[src/rtl/mac_regs_pkg.sv]
// Package: shared constants and register word indices for the MAC host
// register block. Assumes a 32-bit bus and an 8-word register window.
package mac_regs_pkg;
    localparam int DATA_W   = 32;
    localparam int ADDR_W   = 3;
    localparam int LEN_W    = 11;
    localparam int MAC_B    = 6;
    localparam int MAC_W    = MAC_B * 8;
    localparam int IRQ_SRC  = 2;

    typedef enum logic [ADDR_W-1:0] {
        W_ADDR_LO = 3'd0,
        W_ADDR_HI = 3'd1,
        W_CMD     = 3'd2,
        W_STATUS  = 3'd3,
        W_IRQ_EN  = 3'd4,
        W_TX_LEN  = 3'd5,
        W_RX_LEN  = 3'd6,
        W_SPARE   = 3'd7
    } reg_word_e;

    // Index of each source within the flag and enable vectors.
    localparam int SRC_TX = 0;
    localparam int SRC_RX = 1;
endpackage

[src/rtl/mac_station_addr.sv]
// Module: station address store.
// Holds six address bytes written through two bus words. Byte k of the
// register space is address byte k, where byte 0 is the most significant
// byte. The address is presented in natural order on station_addr.
// Assumes: write strobes are one cycle and already decoded by the parent.
module mac_station_addr
    import mac_regs_pkg::*;
#(
    parameter int BYTES = MAC_B
) (
    input  logic                clk,
    input  logic                rst_n,
    input  logic                wr_lo,
    input  logic                wr_hi,
    input  logic [DATA_W-1:0]   wdata,
    output logic [DATA_W-1:0]   rd_lo,
    output logic [DATA_W-1:0]   rd_hi,
    output logic [BYTES*8-1:0]  station_addr
);
    localparam int LO_BYTES = DATA_W / 8;
    localparam int HI_BYTES = BYTES - LO_BYTES;

    logic [7:0] byte_q [BYTES];

    genvar k;
    generate
        for (k = 0; k < BYTES; k++) begin : g_byte
            if (k < LO_BYTES) begin : g_lo
                // Capture one low-word byte on a write to the low word.
                always_ff @(posedge clk) begin
                    if (!rst_n)     byte_q[k] <= '0;
                    else if (wr_lo) byte_q[k] <= wdata[8*k +: 8];
                end
                assign rd_lo[8*k +: 8] = byte_q[k];
            end else begin : g_hi
                // Capture one high-word byte on a write to the high word.
                always_ff @(posedge clk) begin
                    if (!rst_n)     byte_q[k] <= '0;
                    else if (wr_hi) byte_q[k] <= wdata[8*(k-LO_BYTES) +: 8];
                end
                assign rd_hi[8*(k-LO_BYTES) +: 8] = byte_q[k];
            end
            // Byte 0 is the most significant byte of the natural address.
            assign station_addr[(BYTES-1-k)*8 +: 8] = byte_q[k];
        end
    endgenerate

    assign rd_hi[DATA_W-1:HI_BYTES*8] = '0;
endmodule

[src/rtl/mac_cmd_ctrl.sv]
// Module: command and engine-state control.
// Turns command writes into one-cycle start pulses and tracks the
// transmitter-ready and frame-held bits. A transmit start is refused while
// the transmitter is busy. An rx_done in the same cycle as a receive
// re-arm leaves the frame-held bit set.
// Assumes: tx_done and rx_done are one-cycle pulses from the engines.
module mac_cmd_ctrl
    import mac_regs_pkg::*;
#(
    parameter int LW = LEN_W
) (
    input  logic          clk,
    input  logic          rst_n,
    input  logic          cmd_wr,
    input  logic          cmd_tx,
    input  logic          cmd_rx,
    input  logic          tx_done,
    input  logic          rx_done,
    input  logic [LW-1:0] rx_len_in,
    output logic          tx_start,
    output logic          rx_start,
    output logic          txr,
    output logic          rxv,
    output logic [LW-1:0] rx_len
);
    logic go_tx, go_rx;

    // Decode accepted starts from the command write and the current state.
    always_comb begin
        go_tx = cmd_wr && cmd_tx && txr;
        go_rx = cmd_wr && cmd_rx;
    end

    // Issue the registered single-cycle start pulses.
    always_ff @(posedge clk) begin
        if (!rst_n) begin
            tx_start <= 1'b0;
            rx_start <= 1'b0;
        end else begin
            tx_start <= go_tx;
            rx_start <= go_rx;
        end
    end

    // Track transmitter readiness; an accepted start takes priority.
    always_ff @(posedge clk) begin
        if (!rst_n)       txr <= 1'b1;
        else if (go_tx)   txr <= 1'b0;
        else if (tx_done) txr <= 1'b1;
    end

    // Track the frame-held bit; a completed frame takes priority.
    always_ff @(posedge clk) begin
        if (!rst_n)       rxv <= 1'b0;
        else if (rx_done) rxv <= 1'b1;
        else if (go_rx)   rxv <= 1'b0;
    end

    // Capture the byte count of each completed frame.
    always_ff @(posedge clk) begin
        if (!rst_n)       rx_len <= '0;
        else if (rx_done) rx_len <= rx_len_in;
    end
endmodule

[src/rtl/mac_irq_ctrl.sv]
// Module: sticky completion flags and the interrupt output.
// Each completion pulse sets its own flag. A status read clears all flags,
// but a pulse in the same cycle wins. irq is registered from the enabled
// flags, so it lags them by one clock and cannot glitch.
// Assumes: stat_rd is high for exactly the cycles of a status-word read.
module mac_irq_ctrl
    import mac_regs_pkg::*;
#(
    parameter int NSRC = IRQ_SRC
) (
    input  logic            clk,
    input  logic            rst_n,
    input  logic [NSRC-1:0] done,
    input  logic            stat_rd,
    input  logic [NSRC-1:0] enable,
    output logic [NSRC-1:0] flags,
    output logic            irq
);
    genvar s;
    generate
        for (s = 0; s < NSRC; s++) begin : g_src
            // Set on completion, clear on status read, with set winning.
            always_ff @(posedge clk) begin
                if (!rst_n)       flags[s] <= 1'b0;
                else if (done[s]) flags[s] <= 1'b1;
                else if (stat_rd) flags[s] <= 1'b0;
            end
        end
    endgenerate

    // Register the OR of the enabled flags onto the interrupt pin.
    always_ff @(posedge clk) begin
        if (!rst_n) irq <= 1'b0;
        else        irq <= |(flags & enable);
    end
endmodule

[src/rtl/mac_host_regs.sv]
// Module: top of the MAC host register block.
// Decodes the bus, holds the enable and transmit-length words, muxes
// read data, and joins the address store, command control and interrupt
// logic. Reads are combinational; writes and the status-read side effect
// take place on the rising clock edge while bus_sel is high.
// Assumes: a single master that keeps bus_sel high for one cycle per access.
module mac_host_regs
    import mac_regs_pkg::*;
#(
    parameter int LW = LEN_W
) (
    input  logic              clk,
    input  logic              rst_n,
    input  logic              bus_sel,
    input  logic              bus_wr,
    input  logic [ADDR_W-1:0] bus_addr,
    input  logic [DATA_W-1:0] bus_wdata,
    output logic [DATA_W-1:0] bus_rdata,
    output logic [MAC_W-1:0]  station_addr,
    output logic              tx_start,
    output logic [LW-1:0]     tx_len,
    input  logic              tx_done,
    output logic              rx_start,
    input  logic              rx_done,
    input  logic [LW-1:0]     rx_len_in,
    output logic              irq
);
    logic wr_lo, wr_hi, cmd_wr, en_wr, len_wr, stat_rd;
    logic [DATA_W-1:0]  rd_lo, rd_hi;
    logic               txr, rxv;
    logic [LW-1:0]      rx_len;
    logic [IRQ_SRC-1:0] irq_en_q, flags, done_vec;

    // Decode one strobe per word from the bus.
    always_comb begin
        wr_lo   = bus_sel &&  bus_wr && (bus_addr == W_ADDR_LO);
        wr_hi   = bus_sel &&  bus_wr && (bus_addr == W_ADDR_HI);
        cmd_wr  = bus_sel &&  bus_wr && (bus_addr == W_CMD);
        en_wr   = bus_sel &&  bus_wr && (bus_addr == W_IRQ_EN);
        len_wr  = bus_sel &&  bus_wr && (bus_addr == W_TX_LEN);
        stat_rd = bus_sel && !bus_wr && (bus_addr == W_STATUS);
    end

    // Hold the interrupt enable bits.
    always_ff @(posedge clk) begin
        if (!rst_n)     irq_en_q <= '0;
        else if (en_wr) irq_en_q <= bus_wdata[IRQ_SRC-1:0];
    end

    // Hold the transmit byte count.
    always_ff @(posedge clk) begin
        if (!rst_n)      tx_len <= '0;
        else if (len_wr) tx_len <= bus_wdata[LW-1:0];
    end

    // Select read data by word index; the command word reads zero.
    always_comb begin
        bus_rdata = '0;
        case (bus_addr)
            W_ADDR_LO: bus_rdata = rd_lo;
            W_ADDR_HI: bus_rdata = rd_hi;
            W_STATUS:  bus_rdata = {{(DATA_W-4){1'b0}}, flags[SRC_RX], flags[SRC_TX], rxv, txr};
            W_IRQ_EN:  bus_rdata = {{(DATA_W-IRQ_SRC){1'b0}}, irq_en_q};
            W_TX_LEN:  bus_rdata = {{(DATA_W-LW){1'b0}}, tx_len};
            W_RX_LEN:  bus_rdata = {{(DATA_W-LW){1'b0}}, rx_len};
            default:   bus_rdata = '0;
        endcase
    end

    // Gather the completion pulses in flag order.
    always_comb begin
        done_vec         = '0;
        done_vec[SRC_TX] = tx_done;
        done_vec[SRC_RX] = rx_done;
    end

    mac_station_addr #(.BYTES(MAC_B)) u_addr (
        .clk          (clk),
        .rst_n        (rst_n),
        .wr_lo        (wr_lo),
        .wr_hi        (wr_hi),
        .wdata        (bus_wdata),
        .rd_lo        (rd_lo),
        .rd_hi        (rd_hi),
        .station_addr (station_addr)
    );

    mac_cmd_ctrl #(.LW(LW)) u_cmd (
        .clk       (clk),
        .rst_n     (rst_n),
        .cmd_wr    (cmd_wr),
        .cmd_tx    (bus_wdata[0]),
        .cmd_rx    (bus_wdata[1]),
        .tx_done   (tx_done),
        .rx_done   (rx_done),
        .rx_len_in (rx_len_in),
        .tx_start  (tx_start),
        .rx_start  (rx_start),
        .txr       (txr),
        .rxv       (rxv),
        .rx_len    (rx_len)
    );

    mac_irq_ctrl #(.NSRC(IRQ_SRC)) u_irq (
        .clk     (clk),
        .rst_n   (rst_n),
        .done    (done_vec),
        .stat_rd (stat_rd),
        .enable  (irq_en_q),
        .flags   (flags),
        .irq     (irq)
    );
endmodule

[config.mk]
export PLATFORM = sky130hd
export DESIGN_NAME = mac_host_regs
export DESIGN_NICKNAME = d
export VERILOG_FILES = /design/src/rtl/mac_regs_pkg.sv /design/src/rtl/mac_station_addr.sv /design/src/rtl/mac_cmd_ctrl.sv /design/src/rtl/mac_irq_ctrl.sv /design/src/rtl/mac_host_regs.sv
export SDC_FILE = /design/constraint.sdc
export NUM_CORES = 1
export LEC_CHECK = 0
export ABC_CLOCK_PERIOD_IN_PS = 7200
export CAP_MARGIN = 20
export CORE_MARGIN = 3
export CORE_UTILIZATION = 45
export CTS_CLUSTER_DIAMETER = 100
export DETAILED_ROUTE_END_ITERATION = 12
export DONT_BUFFER_PORTS = 1
export GPL_TIMING_DRIVEN = 0
export SLEW_MARGIN = 25
export SYNTH_ARGS = -nofsm -noshare
export SYNTH_HDL_FRONTEND = slang
export SYNTH_SLANG_ARGS = --single-unit
[constraint.sdc]
create_clock -name clk -period 7.2 [get_ports clk]
set_input_delay 2.16 -clock clk [delete_from_list [all_inputs] [get_ports clk]]
set_output_delay 2.16 -clock clk [all_outputs]
set_load 0.01 [all_outputs]
==> results.md <==
- Commonest cells after routing, fill and taps aside: and2_1 (65), edfxtp_1 (48), mux2i_1 (38)
- Slew headroom: 0.605
- Worst path max stage delay: 0.44 ns
- Endpoints failing hold: 0
- CP max stage cell: a221oi_1
- Post-synth EDFFs: 48
- Finished Layout Cells: 445
- Worst-path maximum fanout: 10
- Netlist cell types: 39
- Min Tclk post-route: 5.39 ns
- DP Wirelength: 6990 µm
- Wire per inst: 20.9 µm
- Syn Inst Count: 325
- Max cap viols: 0
- WP buf/inv: 1
- FP Rows: 32
- Final setup viols: 0
- Peak VDD IR: 101 µV
- Initial antenna violation count: 0
- Outcome: completed
- Vias/cell: 5.61
- Core area: 0.00785 mm²
- Initial DRC Count: 88
- Max Fclk: 0.185 GHz
- RSZ-0062 raised after global routing: no
- Post_cts resized: 0
- Slew Limit Fails: 0
- Vias: 2497
- Async set or reset register ratio after synthesis: 0
- Mapped Area: 0.00368 mm²
- Hold wc startpoint: irq_en_q[1]
- Setup TNS: 0 ns
- Commonest non-fill, non-tap cell in the layout: and2_1
- Synth Flop Type: edfxtp_1
- Largest net degree at the start of global routing: 21
- Placer congestion estimate: 0.820
- Clock Tree Buf Depth: 2
- Die area: 0.00929 mm²
- R2R Setup Slk: 6.47 ns
- Fin crit share: 0.749
- Critical Path AT: 3.23 ns
- Syn_nets: 377
- Post-route antenna net violation count: 0
- Final wirelength: 9300 µm
- CTS Sinks: 79
- Critical Path Sink Type: output port
- Worst R2R Path Depth: 2
- Setup bufs post-CTS: 0
- TritonCTS clock tree: built
- Synth Warn #: 0
- Flops & latches, synth: 79
- CP required: 5.04 ns
- Starting Density: 0.468
- RR Endpoint: u_cmd.rxv
- Hold Path Class: reg -> reg
- Area Growth Syn to Fin: 10.5%
- DRC violations left: 0
- Number of global-route vias before repair: 2546
- Seq/Total Area, Yosys: 0.561
- CTS Buf Count: 9
- NumNets Final: 390
- WS Path Type: in -> out
- Clk Latency, worst-skew pair: 0.35 ns
- Slew @ Worst Pin: 0.592 ns
- Leak: 1.49 nW
- Clock-pin slew on the worst setup and hold paths: 0.08 ns
- Clock root cell: clkbuf_8
- Syn Area/Cell: 11.3 µm²
- Share of layout cells above drive strength 1: 0.120
- CP top delay family: compound AO/OA/AOI/OAI gates
- Total track usage: 0.202
- PortBufs: 0
- Clk_skew: 0.00199 ns
- DIE HEIGHT: 96.4 µm
- Worst setup SP type: primary input
- CTS Hold Bufs: 0
- Drt pass-1 iters: 4
- Post-Place Cells: 429
- RR Startpoint: u_cmd.rxv
- IO Pins: 146
- Width of the die: 96.4 µm
- # H-tree levels: 3
- # diodes: 0
- Global-route wire length before repair: 13800 µm
- Worst hold path stage count: 2
- Worst Hold Endpoint: irq_en_q[1]
- Pwr per Cell Area: 228 mW/mm²
- Cell chain of the critical path: buf_6, mux2_2, a221oi_1, a21oi_1
- Total congestion overflow: 0
## final cells by class
class / count / area (µm²)
timing repair buffer: 2 / 42.5
sequential: 79 / 2060
buffer: 23 / 121
tap: 102 / 128
clock inverter: 5 / 58.8
fill: 730 / 3790
inverter: 1 / 3.75
clock buffer: 11 / 131
multi-input combinational: 222 / 1510
## synthesized netlist by cell type, drive strengths merged, types with 3 or more instances
cell type | n | area, µm²
and3b | 3 | 26.3
o21ai | 4 | 20.0
clkbuf | 12 | 50.1
a21oi | 5 | 25.0
dfxtp | 31 | 621
edfxtp | 48 | 1440
nor3 | 3 | 31.3
nand3b | 9 | 67.6
o211ai | 9 | 67.6
and2 | 65 | 407
nor2b | 14 | 87.6
nand2 | 34 | 128
nor2 | 12 | 45.0
a22oi | 3 | 22.5
buf | 11 | 71.3
mux2i | 38 | 380
## kinds of logic after synthesis
kind of cell,Yosys count,share of synthesized area
multiplexers,40,0.110
buffers and inverters,24,0.0340
AO/OA/AOI/OAI,29,0.0541
flip-flops,79,0.561
AND/OR/NAND/NOR,153,0.241
## power breakdown
group	switching [mW]	leakage, nW	internal [mW]
logic	0.0457	0.687	0.0280
registers	0.0241	0.713	0.502
clock network	0.166	0.0895	0.161
## metal layers
| layer | routed length [µm] | part of all wire | vias to the layer above | GRT usage |
|---|---|---|---|---|
| met5 | 0 | 0 | - | 0 |
| met4 | 139 | 0.015 | 0 | 0.0643 |
| met3 | 1030 | 0.11 | 13 | 0.0899 |
| met2 | 4490 | 0.48 | 120 | 0.320 |
| met1 | 3640 | 0.39 | 1203 | 0.247 |
| li1 | - | - | 1161 | - |
## worst max path at each step
stage                startpoint             endpoint  slack (ns)  cells past startpoint
finish              bus_addr[2]         bus_rdata[3]        1.81                      4
global route        bus_addr[2]        bus_rdata[17]        1.70                      4
CTS                 bus_addr[2]        bus_rdata[17]        1.79                      4
detailed placement  bus_addr[2]        bus_rdata[17]        1.80                      4
global placement    bus_addr[1]  u_addr.byte_q[1][2]        0.16                      3
floorplan           bus_addr[1]  u_addr.byte_q[0][0]        1.73                      3
## stage by stage
stage	setup WS [ns]	area (µm²)	total power, mW	utilization	hold slack, ns
after global routing	1.70	4060	0.955	0.518	0.531
after floorplan	1.73	3680	0.585	-	0.443
after global placement	0.162	3800	0.607	0.485	0.466
after detailed placement	1.80	3870	0.611	0.493	0.497
after CTS	1.79	4060	0.930	0.518	0.508
final	1.81	4060	0.927	0.518	0.503
## worst min-delay path, delay by kind of cell, from the launching register on
kind | cells | cell delay, ns
DFF | 1 | 0.34
muxes | 1 | 0.06
and+or+nand+nor | 1 | 0.06
## flip-flops by register name, indices dropped and copies added (netlist names)
signal	flops
u_irq.irq	1
u_cmd.tx_start	1
tx_len	11
u_cmd.rx_start	1
u_addr.byte_q	48
u_cmd.rxv	1
u_irq.flags	2
irq_en_q	2
u_cmd.rx_len	11
u_cmd.txr	1
(Power assumes the default switching activity.)
